==> src/rtl/ovl_key_pkg.sv <==
package ovl_key_pkg;
  localparam int COLOR_W = 12;
  localparam int TRANS_W = 6;

  typedef enum logic [1:0] {
    CMP_NONE   = 2'b00,
    CMP_BORDER = 2'b01,
    CMP_SPARE  = 2'b10,
    CMP_CHROMA = 2'b11
  } cmp_sel_e;

  // Overlay decision for one pixel; 1 = graphics shown.
  function automatic logic ovl_decide(
    input logic               sup_en,
    input logic               trans_en,
    input logic [2:0]         mode,
    input logic [COLOR_W-1:0] pix,
    input logic [COLOR_W-1:0] border,
    input logic [COLOR_W-1:0] key
  );
    logic fallback;
    fallback = mode[2];
    if (!sup_en || !trans_en) return 1'b1;
    case (cmp_sel_e'(mode[1:0]))
      CMP_BORDER: return (border == '0) ? fallback : (pix != border);
      CMP_CHROMA: return (pix != key);
      default:    return fallback;
    endcase
  endfunction

  function automatic logic [TRANS_W-1:0] trans_pick(
    input logic               sup_en,
    input logic               trans_en,
    input logic               is_bg,
    input logic [TRANS_W-1:0] bg_val,
    input logic [TRANS_W-1:0] pix_val
  );
    if (!sup_en || !trans_en) return '0;
    return is_bg ? bg_val : pix_val;
  endfunction
endpackage

==> src/rtl/ovl_key_decide.sv <==
module ovl_key_decide
  import ovl_key_pkg::*;
(
  input  logic               sup_en,
  input  logic [2:0]         cmp_mode,
  input  logic               trans_en,
  input  logic [TRANS_W-1:0] bg_trans,
  input  logic [COLOR_W-1:0] pix_rgb,
  input  logic               pix_bg,
  input  logic [TRANS_W-1:0] pix_trans,
  input  logic [COLOR_W-1:0] border_rgb,
  input  logic [COLOR_W-1:0] key_rgb,
  output logic               show,
  output logic [TRANS_W-1:0] trans
);
  always_comb begin
    show  = ovl_decide(sup_en, trans_en, cmp_mode, pix_rgb, border_rgb, key_rgb);
    trans = trans_pick(sup_en, trans_en, pix_bg, bg_trans, pix_trans);
  end
endmodule

==> src/rtl/ovl_key_delay.sv <==
module ovl_key_delay #(
  parameter int W       = 7,
  parameter int PHASE_W = 3
) (
  input  logic               clk,
  input  logic               rst_n,
  input  logic [PHASE_W-1:0] phase,
  input  logic [W-1:0]       din,
  output logic [W-1:0]       dout
);
  localparam int DEPTH = 1 << PHASE_W;

  logic [W-1:0] tap [DEPTH];
  assign tap[0] = din;

  for (genvar k = 1; k < DEPTH; k++) begin : g_stage
    always_ff @(posedge clk) begin
      if (!rst_n) tap[k] <= '0;
      else        tap[k] <= tap[k-1];
    end
  end

  assign dout = tap[phase];

  // One clean edge has passed since reset, so $past(din) is meaningful.
  logic primed;
  always_ff @(posedge clk) begin
    if (!rst_n) primed <= 1'b0;
    else        primed <= 1'b1;
  end

  a_r8_tap_zero_direct: assert property (@(posedge clk) disable iff (!rst_n)
    (phase == '0) |-> (dout == din));
  a_r8_tap_one_prev: assert property (@(posedge clk) disable iff (!rst_n)
    (primed && phase == PHASE_W'(1)) |-> (dout == $past(din)));
  a_r9_clear_after_reset: assert property (@(posedge clk)
    (!rst_n && phase != '0) |=> (dout == '0));
endmodule

==> src/rtl/ovl_key_gen.sv <==
module ovl_key_gen
  import ovl_key_pkg::*;
#(
  parameter int PHASE_W = 3
) (
  input  logic               clk,
  input  logic               rst_n,
  input  logic               sup_en,
  input  logic [2:0]         cmp_mode,
  input  logic               trans_en,
  input  logic [5:0]         bg_trans,
  input  logic [PHASE_W-1:0] out_phase,
  input  logic [11:0]        pix_rgb,
  input  logic               pix_bg,
  input  logic [5:0]         pix_trans,
  input  logic [11:0]        border_rgb,
  input  logic [11:0]        key_rgb,
  output logic               key_show,
  output logic [5:0]         key_trans
);
  localparam int PW = TRANS_W + 1;

  logic               now_show;
  logic [TRANS_W-1:0] now_trans;
  logic [PW-1:0]      dly_out;

  ovl_key_decide u_decide (
    .sup_en    (sup_en),
    .cmp_mode  (cmp_mode),
    .trans_en  (trans_en),
    .bg_trans  (bg_trans),
    .pix_rgb   (pix_rgb),
    .pix_bg    (pix_bg),
    .pix_trans (pix_trans),
    .border_rgb(border_rgb),
    .key_rgb   (key_rgb),
    .show      (now_show),
    .trans     (now_trans)
  );

  ovl_key_delay #(.W(PW), .PHASE_W(PHASE_W)) u_delay (
    .clk  (clk),
    .rst_n(rst_n),
    .phase(out_phase),
    .din  ({now_show, now_trans}),
    .dout (dly_out)
  );

  assign key_show  = dly_out[PW-1];
  assign key_trans = dly_out[TRANS_W-1:0];

  a_r1_disabled_shows: assert property (@(posedge clk) disable iff (!rst_n)
    !sup_en |-> (now_show && now_trans == '0));
  a_r6_trans_off_shows: assert property (@(posedge clk) disable iff (!rst_n)
    (sup_en && !trans_en) |-> (now_show && now_trans == '0));
  a_r5_key_match_hides: assert property (@(posedge clk) disable iff (!rst_n)
    (sup_en && trans_en && cmp_mode[1:0] == 2'b11 && pix_rgb == key_rgb) |-> !now_show);
  a_r4_black_border_fallback: assert property (@(posedge clk) disable iff (!rst_n)
    (sup_en && trans_en && cmp_mode[1:0] == 2'b01 && border_rgb == '0)
      |-> (now_show == cmp_mode[2]));
  a_r7_bg_uses_setting: assert property (@(posedge clk) disable iff (!rst_n)
    (sup_en && trans_en && pix_bg) |-> (now_trans == bg_trans));
endmodule

==> config.mk <==
export PLATFORM = sky130hd
export DESIGN_NAME = ovl_key_gen
export DESIGN_NICKNAME = d
export VERILOG_FILES = /design/src/rtl/ovl_key_pkg.sv /design/src/rtl/ovl_key_decide.sv /design/src/rtl/ovl_key_delay.sv /design/src/rtl/ovl_key_gen.sv
export SDC_FILE = /design/constraint.sdc
export NUM_CORES = 1
export LEC_CHECK = 0
export BUFFER_PORTS_ARGS = -buffer_cell sky130_fd_sc_hd__buf_2
export CAP_MARGIN = 20
export CORE_MARGIN = 5
export CORE_UTILIZATION = 46
export DETAILED_ROUTE_END_ITERATION = 10
export PLACE_DENSITY = 0.82
export REMOVE_ABC_BUFFERS = 1
export SLEW_MARGIN = 20
export SYNTH_ARGS = -nofsm -noshare
export SYNTH_HDL_FRONTEND = slang
export SYNTH_SLANG_ARGS = --single-unit
==> constraint.sdc <==
create_clock -name clk -period 1.1 [get_ports clk]
set_input_delay 0.11 -clock clk [delete_from_list [all_inputs] [get_ports clk]]
set_output_delay 0.11 -clock clk [all_outputs]
set_load 0.05 [all_outputs]
# Yosys cells after proc, flatten, opt, wreduce, memory -nomap -nowiden
# Cells that the tools add are included.
classes:
  order_cmp: 1
  n_eq_ne: 4
  muxes: 11
  n_bitwise: 1
  n_reduce_logical: 4
ops:
  columns: ["op", "n"]
  rows:
  - ["inequality test 12 bit", 2]
  - ["binary-select mux 7 bit (select 3 bit)", 1]
  - ["2-to-1 mux 6 bit", 3]
  - ["2-to-1 mux 7 bit", 2]
  - ["zero test 12 bit", 1]
  - ["greater-or-equal comparator 4 bit, second input constant", 1]
  - ["2-to-1 mux 1 bit", 4]
  - ["inverter 3 -> 4 bit", 1]
  - ["equality test 2 x 1 -> 1 bit, second input constant", 1]
  - ["equality test 2 bit, second input constant", 1]
  - ["zero test 1 bit", 2]
  - ["one-hot mux 1 bit (2 select lines)", 1]
  - ["logical OR 1 bit", 1]
word_totals:
  reg_bits: 49
  out_inout_bits: 7
  wordCells: 28

# Logic depth before layout (Yosys ltp)
logic_depth:
  ltp_word: 7
  ltp_mapped: 5
  ltp_nobuf: 5

# By module
# From an unflattened synthesis, not the netlist that was laid out.
hier_totals:
  cells_unflattened: 183
  area_unflattened_um2: 2208.4
modules_own_cells:
  columns: ["mod", "instances", "cells_each", "area_each_um2"]
  rows:
  - ["ovl_key_delay", 1, 128, 1791.7]
  - ["ovl_key_decide", 1, 55, 416.6]

# Least setup slack after synthesis
# No wires, ideal clock.
synth_timing:
  path_kind: "input -> output"
  startpoint: "input pix_bg"
  endpoint: "output key_trans[0]"
  t_arrival_ns: 1.832
  slack_ns: -0.842
  path_stages: 5
  path_buffers: 1
  path_cell_list: "clkbuf_1 -> mux2i_1 -> o21ai_0 -> o21ai_0 -> o21ai_0"
synth_via:
  elab_chain_cells: 5
synth_rtl:
  columns: ["element", "line_no", "text"]
  rows:
  - ["start: declaration", "ovl_key_gen.sv:14", "input logic pix_bg,"]
  - ["2-to-1 mux 6 bit (2 in a row)", "ovl_key_pkg.sv:39", "return is_bg ? bg_val : pix_val;"]
  - ["binary-select mux 7 bit (select 3 bit)", "ovl_key_delay.sv:23", "assign dout = tap[phase];"]
  - ["2-to-1 mux 7 bit (not written as such) (2 in a row)", "ovl_key_delay.sv:23", null]
  - ["end: declaration", "ovl_key_gen.sv:19", "output logic [5:0] key_trans"]
# Every way passes these cells. The select of a mux whose other input is x is not followed.

# Worst setup path in the final report
layout_timing:
  startpoint: "input border_rgb[1]"
  endpoint: "output key_show"
layout_via:
  elab_chain_cells: 7
  elab_cells_between_ends: 8
  classes_between: "eq/ne (1); mux (6); reduce/logical (1)"
layout_rtl:
  columns: ["element", "line_no", "text"]
  rows:
  - ["start: declaration", "ovl_key_gen.sv:16", "input logic [11:0] border_rgb,"]
  - ["inequality test 12 bit / zero test 12 bit (equally long branches)", "ovl_key_pkg.sv:25", "CMP_BORDER: return (border == '0) ? fallback : (pix != border);"]
  - ["2-to-1 mux 1 bit (*)", "ovl_key_pkg.sv:25", null]
  - ["one-hot mux 1 bit (2 select lines) (*)", "ovl_key_pkg.sv:24", "case (cmp_sel_e'(mode[1:0]))"]
  - ["2-to-1 mux 1 bit (*)", "ovl_key_pkg.sv:24", null]
  - ["binary-select mux 7 bit (select 3 bit) (*)", "ovl_key_delay.sv:23", null]
  - ["2-to-1 mux 7 bit (not written as such) (*) (2 in a row)", "ovl_key_delay.sv:23", null]
  - ["end: declaration", "ovl_key_gen.sv:18", "output logic key_show,"]
# Mark *: on every way between the ends. The rest lies on a longest branch, timed or not. The select of a mux whose other input is x is not followed.

==> impl_results.md <==
* Mapped Cells at 215
* Worst-path clk slew at 0.08 ns
* Area leader, netlist: dfxtp_1
* Post-route antenna net violation count at 0
* Reg2reg setup slack at 0.42 ns
* Chip Height at slightly below 80 um
* Clock Sinks at between 40 and 50
* Peak Freq at slightly above 600 MHz
* Layout Utilization at 65.1%
* Synth top cells by count: 49 x dfxtp_1, 42 x and2_1, 24 x xor2_1
* Post-CTS Hold Fix Bufs at 0
* Unrepaired setup endpoints after global routing: yes
* CTS H-tree depth at 2
* WL/cell at 14.1 um
* Largest net degree at the start of global routing at 20
* Number of flip-flops in the largest register at 49
* Synthesized area per cell at between 10 and 15 sq um
* Yosys warns at 0
* GPL Wtd Cong at 0.825
* Part of the cycle the worst path needs at 149%
* CTS Root Cell: clkbuf_8
* Min-delay worst type: input pin to flop
* Gr busiest metal: met2
* Nets@finish at 368
* FF-to-FF End: u_delay.tap[34]
* Multiplexer area fraction after synthesis at 13.4%
* Final worst slack at -0.538 ns
* Die Area at 6150 sq um
* WP data required at 0.99 ns
* EDFF count, synth at 0
* Grt met3 use at around 7.6%
* Met1 global-route usage at 20.2%
* Main combinational cell family by area after synthesis: simple AND/OR/NAND/NOR gates
* Die width at a little under 80 um
* Regs by FF count: u_delay.tap: 49 flops
* Max VDD drop at 0.492 mV
* Area grow syn2layout at 40.0%
* WHS at 0.187 ns
* Status: finished with violations
* Tmin final at between 1.5 and 2 ns
* Reg2reg path depth at 2
* Max Transition Viols Final at 0
* Final setup viols at 8
* Crit path capture type: primary output
* Starting Density at around 47%
* Core area at 4630 sq um
* Startpoint Class: input pin
* Vias per cell at between 5 and 6
* Hold Vio Cnt, Final at 0
* CTS Buf Count at 5
* Synthesized area at ~2200 sq um
* Remaining DRCs at 0
* Headroom to the max-slew limit at 77.5%
* GRT Residual Overflow at 0
* Pwr/cell area at 1290 nW/um^2
* Synth Area in XOR/XNOR at 9.76%
* P_leak at between 1 and 1.5 nW
* Hold Crit Start: cmp_mode[1]
* Clock buffer depth at 2
* Antenna cells at 0
* Min-Delay Endpoint: u_delay.tap[48]
* Worst Tran Pin Value at 0.335 ns
* Seq cells post-synth at 49
* Leading cell type by number of instances after synthesis: dfxtp_1
* Hpwl dp at 3950 um
* Worst-path maximum fanout at 2
* Synth top area cells: dfxtp_1 46%, and2_1 12%, xor2_1 9.8%
* Buffers on Ports at 65
* WL final at a little over 5000 um
* Top-level I/O count at 66
* Critical path arrival at 1.53 ns
* Row count at 25
* First-pass GRT wire length at about 8500 um
* Worst Path Class, Setup: input pin to primary output
* Worst Setup SP: border_rgb[1]
* Fraction of registers with async set/reset at 0%
* Commonest register cell after synthesis: dfxtp_1
* Reg2reg start: u_delay.tap[41]
* Post-synthesis adder-cell area fraction at 0%
* Worst-Skew Late Latency at 0.30 ns
* Antenna violations before repair at 0
* Seq/Total Area, Yosys at a little under half
* First drt pass iteration count at 2
* Max_cap viols at 0
* Top reg by flops: u_delay.tap
* Post-synthesis compound-gate area fraction at ~6.5%
* Vias in the first global route at 1919
* CTS tree: yes
* Synth cell types at 24
* Met2 usage in global routing at between 20% and 30%
* Total GRT Usage at 17.9%
* Routed vias at 1832
* Area fraction of the dominant cell type after synthesis at approximately 46%
* Overall power at between 3 and 4 mW
* Synth Area in Simple Gates at a little under a quarter
* Failing checks: negative setup slack
* Hold Path Depth at 4
* Share of layout cells above drive strength 1 at 44.5%
* Clock skew at 0.00477 ns
* Initial DRC count at 31
## final cells by class
cell class / instances / area, sq um
Fill cell: 360 / 1610
Multi-Input combinational cell: 156 / 1190
Sequential cell: 49 / 992
Timing Repair Buffer: 97 / 634
Clock buffer: 5 / 68.8
Tap cell: 54 / 67.6
Clock inverter: 3 / 65.1
## kinds of logic (layout without fill, tap and decap cells)
logic type,count (synthesis),count (layout)
and+or+nand+nor,88,88
muxes,20,20
DFF,49,49
buffers and inverters,10,105
AOI/OAI and AO/OA,24,24
xor gates and xnor gates,24,24
## through the flow
step	setup slack [ns]	instance area, sq um	TNS, ns	cells
floorplan	-0.798	2110	-5.43	205
global placement	-0.531	2760	-2.83	354
detailed placement	-0.541	2760	-2.93	354
CTS	-0.545	2990	-2.92	363
global route	-0.588	3020	-3.31	364
finish	-0.538	3020	-2.86	364
## worst max-delay path by stage
stage / end / slack [ns] / depth (start not counted)
after floorplan: key_trans[0] / -0.80 / 5
after global placement: key_show / -0.53 / 7
after detailed placement: key_show / -0.54 / 7
after CTS: key_show / -0.55 / 4
after global routing: key_show / -0.59 / 4
final: key_show / -0.54 / 7
## timing repair
action	CTS	global route
pin swaps	7	3
resized for setup	33	10
setup buffers	1	1
endpoints found under the setup margin	8	8
## power breakdown
part	internal (mW)	leakage, nW	switching [mW]	total, mW
registers	1.80	0.401	0.0112	1.81
clock network	0.903	0.0681	0.591	1.49
logic	0.291	0.901	0.304	0.596
total	2.99	1.37	0.907	3.90
## critical path: stages
cell and delay, ns:
buf_2 0.11, nor4_1 0.35, nand3_1 0.22, a21boi_1 0.28
a2111oi_4 0.09, o21ai_1 0.17, buf_6 0.18
## per-layer routing
metal | routed length [um] | vias up
met5 | 0 | -
met4 | 98 | 0
met3 | 466 | 11
met2 | 2400 | 72
met1 | 2150 | 827
li1 | - | 922
## placed cells by master, fill, tap and decap left out, types with 7 or more instances in the layout
master	n
xor2_1	24
o21ai_0	12
mux2i_1	13
buf_4	30
dfxtp_1	40
buf_6	7
buf_2	58
nand2_1	14
and2_1	42
dfxtp_2	9
mux4_2	7
nor2_1	8
Power figures use the tool's default switching activity.
